**config.mk**
```make
export PLATFORM = sky130hd
export DESIGN_NAME = ea_gen
export DESIGN_NICKNAME = d
export VERILOG_FILES = /design/src/rtl/ea_gen_pkg.sv /design/src/rtl/ea_calc.sv /design/src/rtl/ea_ptr_fetch.sv /design/src/rtl/ea_gen.sv
export SDC_FILE = /design/constraint.sdc
export NUM_CORES = 1
export LEC_CHECK = 0
export ABC_CLOCK_PERIOD_IN_PS = 1650
export CAP_MARGIN = 10
export CORE_MARGIN = 10
export CORE_UTILIZATION = 51
export CTS_BUF_LIST = sky130_fd_sc_hd__clkbuf_8
export DETAILED_ROUTE_END_ITERATION = 16
export GPL_TIMING_DRIVEN = 0
export PLACE_DENSITY = 0.93
export SLEW_MARGIN = 20
export SYNTH_ARGS = -nofsm -noshare
export SYNTH_HDL_FRONTEND = slang
export SYNTH_HIERARCHICAL = 1
export SYNTH_SLANG_ARGS = --single-unit
```
**constraint.sdc**
```tcl
create_clock -name clk -period 1.65 [get_ports clk]
set_input_delay 0.165 -clock clk [delete_from_list [all_inputs] [get_ports clk]]
set_output_delay 0.165 -clock clk [all_outputs]
set_load 0.05 [all_outputs]
```
**src/rtl/ea_gen_pkg.sv**
```systemverilog
package ea_gen_pkg;
  typedef enum logic [2:0] {
    AM_PAGE    = 3'd0,
    AM_ABS     = 3'd1,
    AM_REL_S   = 3'd2,
    AM_REL_L   = 3'd3,
    AM_PTR_REG = 3'd4,
    AM_PTR_MEM = 3'd5
  } amode_e;

  typedef enum logic [1:0] {
    FS_IDLE,
    FS_RD_LO,
    FS_RD_HI,
    FS_WAIT
  } fstate_e;
endpackage

```
**src/rtl/ea_calc.sv**
```systemverilog
module ea_calc
  import ea_gen_pkg::*;
#(
  parameter int AW    = 16,
  parameter int OFF_W = 8,
  parameter int SD_W  = 8,
  parameter int LEN_W = 3
) (
  input  logic [2:0]          mode,
  input  logic [AW-1:0]       field,
  input  logic [LEN_W-1:0]    ilen,
  input  logic [AW-1:0]       pc,
  input  logic [AW-OFF_W-1:0] page_base,
  input  logic [AW-1:0]       ptr_reg,
  output logic [AW-1:0]       addr
);
  localparam int PB_W = AW - OFF_W;

  logic [AW-1:0] next_pc;
  logic [AW-1:0] disp_short;

  always_comb begin
    next_pc    = pc + AW'(ilen);
    disp_short = {{(AW-SD_W){field[SD_W-1]}}, field[SD_W-1:0]};
    case (mode)
      AM_PAGE:    addr = {page_base[PB_W-1:0], field[OFF_W-1:0]};
      AM_ABS:     addr = field;
      AM_REL_S:   addr = next_pc + disp_short;
      AM_REL_L:   addr = next_pc + field;
      AM_PTR_REG: addr = ptr_reg;
      default:    addr = '0;
    endcase
  end
endmodule

```
**src/rtl/ea_ptr_fetch.sv**
```systemverilog
module ea_ptr_fetch
  import ea_gen_pkg::*;
#(
  parameter int AW = 16,
  parameter int DW = 8
) (
  input  logic          clk,
  input  logic          rst_n,
  input  logic          start,
  input  logic [AW-1:0] ptr_addr,
  output logic          mem_rd_en,
  output logic [AW-1:0] mem_addr,
  input  logic [DW-1:0] mem_rd_data,
  output logic          busy,
  output logic          fin,
  output logic [AW-1:0] fin_addr
);
  fstate_e       state_q, state_d;
  logic [AW-1:0] addr_q, addr_d;
  logic [DW-1:0] lo_q, lo_d;
  logic          addr_en, lo_en;

  always_comb begin
    state_d   = state_q;
    addr_d    = addr_q;
    lo_d      = lo_q;
    addr_en   = 1'b0;
    lo_en     = 1'b0;
    mem_rd_en = 1'b0;
    fin       = 1'b0;
    fin_addr  = {mem_rd_data, lo_q};
    case (state_q)
      FS_IDLE: if (start) begin
        state_d = FS_RD_LO;
        addr_d  = ptr_addr;
        addr_en = 1'b1;
      end
      FS_RD_LO: begin
        mem_rd_en = 1'b1;
        state_d   = FS_RD_HI;
        addr_d    = addr_q + AW'(1);
        addr_en   = 1'b1;
      end
      FS_RD_HI: begin
        mem_rd_en = 1'b1;
        lo_d      = mem_rd_data;
        lo_en     = 1'b1;
        state_d   = FS_WAIT;
      end
      default: begin
        fin     = 1'b1;
        state_d = FS_IDLE;
      end
    endcase
  end

  always_ff @(posedge clk or negedge rst_n) begin
    if (!rst_n) begin
      state_q <= FS_IDLE;
      addr_q  <= '0;
      lo_q    <= '0;
    end else begin
      state_q <= state_d;
      if (addr_en) addr_q <= addr_d;
      if (lo_en)   lo_q   <= lo_d;
    end
  end

  assign mem_addr = addr_q;
  assign busy     = (state_q != FS_IDLE);
endmodule

```
**src/rtl/ea_gen.sv**
```systemverilog
module ea_gen
  import ea_gen_pkg::*;
#(
  parameter int AW    = 16,
  parameter int DW    = 8,
  parameter int OFF_W = 8,
  parameter int SD_W  = 8,
  parameter int LEN_W = 3
) (
  input  logic                clk,
  input  logic                rst_n,
  input  logic                req_valid,
  input  logic [2:0]          mode,
  input  logic [AW-1:0]       field,
  input  logic [LEN_W-1:0]    ilen,
  input  logic [AW-1:0]       pc,
  input  logic [AW-OFF_W-1:0] page_base,
  input  logic [AW-1:0]       ptr_reg,
  output logic                mem_rd_en,
  output logic [AW-1:0]       mem_addr,
  input  logic [DW-1:0]       mem_rd_data,
  output logic                busy,
  output logic                done,
  output logic [AW-1:0]       ea
);
  logic [1:0]    rst_sync_q;
  logic          rst_ok;
  logic          accept, is_mem, fetch_busy, fetch_fin;
  logic [AW-1:0] calc_addr, fetch_addr;
  logic [AW-1:0] ea_q, ea_d;
  logic          done_q, done_d;

  always_ff @(posedge clk or negedge rst_n) begin
    if (!rst_n) rst_sync_q <= 2'b00;
    else        rst_sync_q <= {rst_sync_q[0], 1'b1};
  end
  assign rst_ok = rst_sync_q[1];

  assign accept = req_valid && !fetch_busy;
  assign is_mem = (mode == AM_PTR_MEM);

  ea_calc #(.AW(AW), .OFF_W(OFF_W), .SD_W(SD_W), .LEN_W(LEN_W)) u_calc (
    .mode(mode), .field(field), .ilen(ilen), .pc(pc),
    .page_base(page_base), .ptr_reg(ptr_reg), .addr(calc_addr)
  );

  ea_ptr_fetch #(.AW(AW), .DW(DW)) u_fetch (
    .clk(clk), .rst_n(rst_ok), .start(accept && is_mem), .ptr_addr(field),
    .mem_rd_en(mem_rd_en), .mem_addr(mem_addr), .mem_rd_data(mem_rd_data),
    .busy(fetch_busy), .fin(fetch_fin), .fin_addr(fetch_addr)
  );

  always_comb begin
    ea_d   = ea_q;
    done_d = 1'b0;
    if (fetch_fin) begin
      ea_d   = fetch_addr;
      done_d = 1'b1;
    end else if (accept && !is_mem) begin
      ea_d   = calc_addr;
      done_d = 1'b1;
    end
  end

  always_ff @(posedge clk or negedge rst_ok) begin
    if (!rst_ok) begin
      ea_q   <= '0;
      done_q <= 1'b0;
    end else begin
      done_q <= done_d;
      if (done_d) ea_q <= ea_d;
    end
  end

  assign ea   = ea_q;
  assign done = done_q;
  assign busy = fetch_busy;
endmodule

```
==> metrics.txt, run 1 <==
status=finished, violations left; failing checks=negative setup slack; Layout area overhead=56.3%; Total GRT Usage=0.254; WHS=196 ps; register share of total power=0.202; asr flop ratio synth=1.00; count leader, synth=dfrtp_1; min-delay worst type=register to asynchronous set/reset pin; Layout Cells excl Fill=711; IO Port Bufs=107; RD Place Congestion=0.979; crit-path cells=buf_8 -> ha_4 -> fa_2 -> a21oi_4 -> nor2_2 -> xor2_1 -> ha_1 -> a2111o_1 -> o211a_4 -> buf_6 -> a31oi_4 -> xnor3_1 -> o22ai_1 -> mux2_4 -> mux2_4; Slew Limit Fails=0; Nets=706; DP HPWL=10,900 µm; Most used DFF post-synth=dfrtp_1; clk slew on worst S/H paths=100 ps; WP depth=15; Max clock buf depth=2; register area share after synthesis=0.271; switching power=5470 µW; global-route wire length before repair=24,300 µm; CP max stage cell=a2111o_1; Logic pwr share=0.727; routed len/inst=25.6 µm; I/O pin count=108; maxcap violations=0; die height=110 µm; # diodes=0; count of different cell masters after synthesis=72; Fin. Hold Viols=0; later-pin clock latency in the skew report=320 ps; H-tree Lvls=2; Initial DRC Count=531; Most common cell on crit path=mux2_4; Syn Inst Count=451; critical path's largest stage delay=410 ps; fill count=419; WL final=18,200 µm; Antenna Violating Nets Remaining=0; Crit path required time=1850 ps; post-synthesis area per instance=9.20 µm²; largest net degree at the start of global routing=28; fin crit share=1.88; Power per Cell Area=1650 nW/µm²; post-synth top area share=0.271; crit-path max FO=3; Netlist Area Pre-Place=4150 µm²; Layout Skew=12.6 ps; peak supply drop=1.06 mV; fin crit period=3100 ps; vias in the first global route=4,780; RSZ-0062 raised after global routing=true; Clk network pwr share=0.071; post-synth top area cell=dfrtp_1; leak pwr=0.00283 µW; Commonest cells post-synth=45 x dfrtp_1, 40 x a21oi_1, 39 x nor2_1, 31 x mux2_2, 24 x nand2_1; Least-Margin Pin Slew=793 ps; Core Area=7810 µm²; Root Buffer Master=clkbuf_8; final instance area=6480 µm²; Setup Slack @ Placement=-2320 ps; Worst Setup End Kind=register; post-synth net total=549; Initial Utilization=0.531; f_max=0.323 GHz; CTS tree=yes; CTS sink count=45; DRC=0; #FFs+latches synth=45; Rel. slew slack=0.469; Post-synth EDFFs=0; cts bufs inserted=5; synth top area cells=dfrtp_1 27%, mux2_2 8.4%, ha_1 6.9%; Internal Power=5230 µW; TritonRoute pass-1 iters=6; drt via density=6.90; Register-to-Register Path Depth=8; total grt overflow=0; Pwr Total=10,700 µW; worst path bufs/invs=2; die area=12,100 µm²; Horiz. Die Dim=110 µm; Worst setup SP type=input pin; yosys warns=6; Rows=32; initial antenna violation count=0; WP data arrival=3300 ps; delay-heaviest family, CP=compound AO/OA/AOI/OAI gates; critical path type=input pin to register; sw frac=0.511; layout cells sized above 1=0.407; placed inst area=5580 µm²; Vias=4,909; Worst Slack Setup Final=-1450 ps; Final setup viols=32; Cells after DPL=661
power groups by stage:
stage / sequential [µW] / combinational (µW) / clock, µW
5_1_grt: 2210 / 8020 / 811
3_3_place_gp: 2100 / 6080 / 0
2_1_floorplan: 3380 / 3210 / 0
6_report: 2160 / 7770 / 762
3_5_place_dp: 2140 / 6240 / 0
4_1_cts: 2110 / 6920 / 763
final timing paths:
path / to / slack (ps) / startpoint
min in group clk: u_fetch/mem_addr[7]$_DFFE_PN0P_ / 350 / field[7]
worst min register to register: ea[11]$_DFFE_PN0P_ / 200 / rst_sync_q[1]$_DFF_PN0_
worst min-delay path: ea[11]$_DFFE_PN0P_ / 200 / rst_sync_q[1]$_DFF_PN0_
worst max-delay path: ea[15]$_DFFE_PN0P_ / -1450 / pc[0]
worst max register to register: u_fetch/mem_addr[15]$_DFFE_PN0P_ / -290 / u_fetch/state_q[0]$_DFFE_PN0P_
max in group asynchronous: u_fetch/mem_addr[3]$_DFFE_PN0P_ / 950 / rst_sync_q[1]$_DFF_PN0_
cells by family (layout without fill, tap and decap cells):
group	count (synthesis)	after routing	synth area share
and+or+nand+nor	129	129	0.169
AOI/OAI and AO/OA	128	128	0.210
muxes	57	57	0.158
DFF	45	45	0.271
buffers and inverters	45	203	0.0633
adders and majority gates	25	25	0.0790
xor gates and xnor gates	21	21	0.0476
other	1	1	0.000904
per-layer routing:
metal  up-vias  GRT usage  routed length [µm]
li1       1990          -                   -
met1      2263      0.272                6140
met2       491      0.450                8380
met3       165     0.0853                2250
met4         0      0.106                1430
met5         -          0                   0
cell type report:
cell class,instances,area [µm²],area share
plain buffers,27,259,0.0399
clock buffers,5,68.8,0.0106
clock inverters,3,26.3,0.00405
inverters,14,58.8,0.00907
multi-input cells,361,3330,0.514
flip-flops and latches,45,1130,0.175
well taps,102,128,0.0197
repair buffers,154,1480,0.228
registers in the layout (all words and copies together) (netlist names):
name,flops
done,1
ea,16
rst_sync_q,2
u_fetch/lo_q,8
u_fetch/mem_addr,16
u_fetch/state_q,2
through the flow:
stage	setup TNS, ps	utilization
CTS	-17240	0.797
global route	-22150	0.831
detailed placement	-33370	0.714
floorplan	-19670	-
global placement	-40810	0.712
finish	-21040	0.831
what timing repair did:
action,CTS,global route
setup buffers,34,10
hold buffers,1,0
gates resized for setup,141,66
hold endpoints to repair,2,0
endpoints found under the setup margin,70,46
pin swaps,50,32
gates cloned,2,1
placed cells by master, fill, tap and decap left out, types with 6 or more instances in the layout:
master and instances:
ha_1 8, nand2_1 22, clkbuf_2 8, buf_2 6, mux2_4 20, o22ai_1 6, a21oi_2 15, o21ai_0 10
nand3_1 18, dlygate4sd2_1 34, dfrtp_1 40, nand4_1 6, clkdlybuf4s50_1 55, ha_4 10, buf_4 38, o21ai_2 7
inv_1 8, clkbuf_8 6, nor2_1 31, a21o_1 6, mux2_2 21, mux2i_1 15, xor2_1 9, xnor2_1 8
a31o_2 8, buf_6 17, a21oi_1 21
worst reg2reg max path, cell delays in order (launching register included):
cell	delay (ps)
dfrtp_1	430
inv_2	110
ha_4	160
clkinvlp_4	120
nor3b_4	290
mux2i_4	160
or3_1	340
mux2i_1	160
a211o_1	120
No activity file was read; power rests on OpenSTA's default activity.
==> run 2, diff against run 1 <==
--- a/config.mk
+++ b/config.mk
@@ -12,7 +12,7 @@
 export CTS_BUF_LIST = sky130_fd_sc_hd__clkbuf_8
 export DETAILED_ROUTE_END_ITERATION = 16
 export GPL_TIMING_DRIVEN = 0
-export PLACE_DENSITY = 0.93
+export PLACE_DENSITY = 0.83
 export SLEW_MARGIN = 20
 export SYNTH_ARGS = -nofsm -noshare
 export SYNTH_HDL_FRONTEND = slang
==> run 2 against run 1 <==
  * The run still ends with negative setup slack left
  * Cell count grew 3.9%
  * First-iteration DRC count shrank 2.4%
  * Wire length grew 7.0%
  * Via count grew 0.18%
  * Critical path depth grew 3
  * Register-to-register slack lost 70 ps
  * Worst setup slack lost 76 ps
  * Core utilization grew 4.9 points
  * Non-clock buffer count grew 28
  * Sequential cell count is the same
  * Clock power grew 22%
  * Critical path type unchanged
  * Largest power group unchanged
  * Highest routed layer unchanged
==> metrics.txt, run 2 (synthesis gave the netlist of run 1 again) <==
status=finished, violations left; failing checks=negative setup slack; Antenna Violating Nets Remaining=0; Total GRT Usage=0.272; reg-to-reg setup timing slack=-360 ps; die height=110 µm; cts bufs inserted=5; WL final=19,500 µm; fin crit share=1.92; Worst Setup End Kind=register; I/O pin count=108; Fin. Hold Viols=0; # diodes=0; Layout Skew=8.18 ps; Worst Slack Setup Final=-1520 ps; fin crit period=3170 ps; TritonRoute pass-1 iters=6; crit-path cells=buf_6 -> ha_4 -> fa_2 -> a21oi_4 -> nor2_2 -> xor2_1 -> ha_1 -> buf_4 -> buf_6 -> a21oi_2 -> nand2_1 -> o211a_4 -> nor4_4 -> buf_4 -> a31o_1 -> a311o_1 -> mux2_4 -> mux2_4; f_max=0.315 GHz; delay-heaviest family, CP=compound AO/OA/AOI/OAI gates; Max clock buf depth=2; fill count=355; CTS tree=yes; total grt overflow=0; vias in the first global route=4,933; maxcap violations=0; final instance area=6870 µm²; crit-path max FO=3; H-tree Lvls=2; drt via density=6.65; critical path type=input pin to register; Final setup viols=32; DP HPWL=11,100 µm; WP data arrival=3380 ps; Slew Limit Fails=0; Core Area=7810 µm²; Worst setup SP type=input pin; Initial DRC Count=518; CP max stage cell=fa_2; Multi-input gate area=3410 µm²; later-pin clock latency in the skew report=320 ps; Root Buffer Master=clkbuf_8; worst path bufs/invs=4; Least-Margin Pin Slew=791 ps; Initial Utilization=0.531; leading cell types in the layout, fill and taps excluded=58 x buf_4, 55 x clkdlybuf4s50_1, 40 x dfrtp_1, 36 x dlygate4sd2_1, 27 x nor2_1; register area=1130 µm²; Power per Cell Area=1660 nW/µm²; global-route wire length before repair=25,900 µm; Rows=32; Nets=734; leak pwr=0.00301 µW; RSZ-0062 raised after global routing=true; placed inst area=5580 µm²; die area=12,100 µm²; Layout area overhead=65.6%; critical path's largest stage delay=380 ps; leading cell type in the layout, fill and taps excluded=buf_4; largest net degree at the start of global routing=30; min-delay worst type=register to asynchronous set/reset pin; peak supply drop=1.18 mV; Crit path required time=1860 ps; initial antenna violation count=0; routed len/inst=26.4 µm; RD Place Congestion=0.977; clk slew on worst S/H paths=100 ps; Vias=4,918; Rel. slew slack=0.471; WHS=186 ps; layout cells sized above 1=0.441; IO Port Bufs=107; DRC=0; CTS sink count=45; Horiz. Die Dim=110 µm
==> run 2: report_power, final <==
group | leakage (µW) | internal, µW | switching [µW]
registers | 0.000528 | 1630 | 577
logic | 0.00242 | 3540 | 4750
clock network | 0.0000591 | 463 | 464
total | 0.00301 | 5640 | 5790
==> run 2: layout make-up <==
type | count | area share
multi-input cells | 361 | 0.497
clock buffers | 5 | 0.0100
flip-flops and latches | 45 | 0.165
well taps | 102 | 0.0186
inverters | 14 | 0.00856
clock inverters | 3 | 0.00692
plain buffers | 26 | 0.0335
repair buffers | 183 | 0.260
==> run 2: per-stage QoR <==
step / TNS [ps] / setup WS [ps] / total power [µW] / util / instances
floorplan: -19670 / -1590 / 6590 / - / 451
global placement: -45580 / -2320 / 8250 / 0.712 / 660
detailed placement: -34480 / -2350 / 8400 / 0.714 / 661
CTS: -18210 / -1420 / 10200 / 0.834 / 723
global route: -23910 / -1560 / 11800 / 0.880 / 739
finish: -22970 / -1520 / 11400 / 0.880 / 739
==> run 2: path summary, 6_finish.rpt <==
kind,startpoint,end,cells past startpoint
worst min register to register,rst_sync_q[1]$_DFF_PN0_,ea[10]$_DFFE_PN0P_,0
min in group clk,rst_sync_q[0]$_DFF_PN0_,rst_sync_q[1]$_DFF_PN0_,0
worst min-delay path,rst_sync_q[1]$_DFF_PN0_,ea[10]$_DFFE_PN0P_,0
worst max-delay path,pc[0],ea[13]$_DFFE_PN0P_,18
max in group asynchronous,rst_sync_q[1]$_DFF_PN0_,u_fetch/mem_addr[3]$_DFFE_PN0P_,1
worst max register to register,u_fetch/mem_addr[1]$_DFFE_PN0P_,u_fetch/mem_addr[12]$_DFFE_PN0P_,6
==> run 2: layer usage <==
metal	global-route usage	up-vias	wire length [µm]
met5	0	-	0
met2	0.473	421	9340
met1	0.302	2320	6700
li1	-	2043	-
met3	0.0749	134	2260
met4	0.126	0	1190
==> run 2: repair_timing <==
action / 4_1_cts / 5_1_grt
gates cloned: 3 / 1
endpoints found under the setup margin: 72 / 46
setup buffers: 51 / 21
pin swaps: 53 / 33
hold buffers: 1 / 0
gates resized for setup: 159 / 68
hold endpoints to repair: 2 / 0
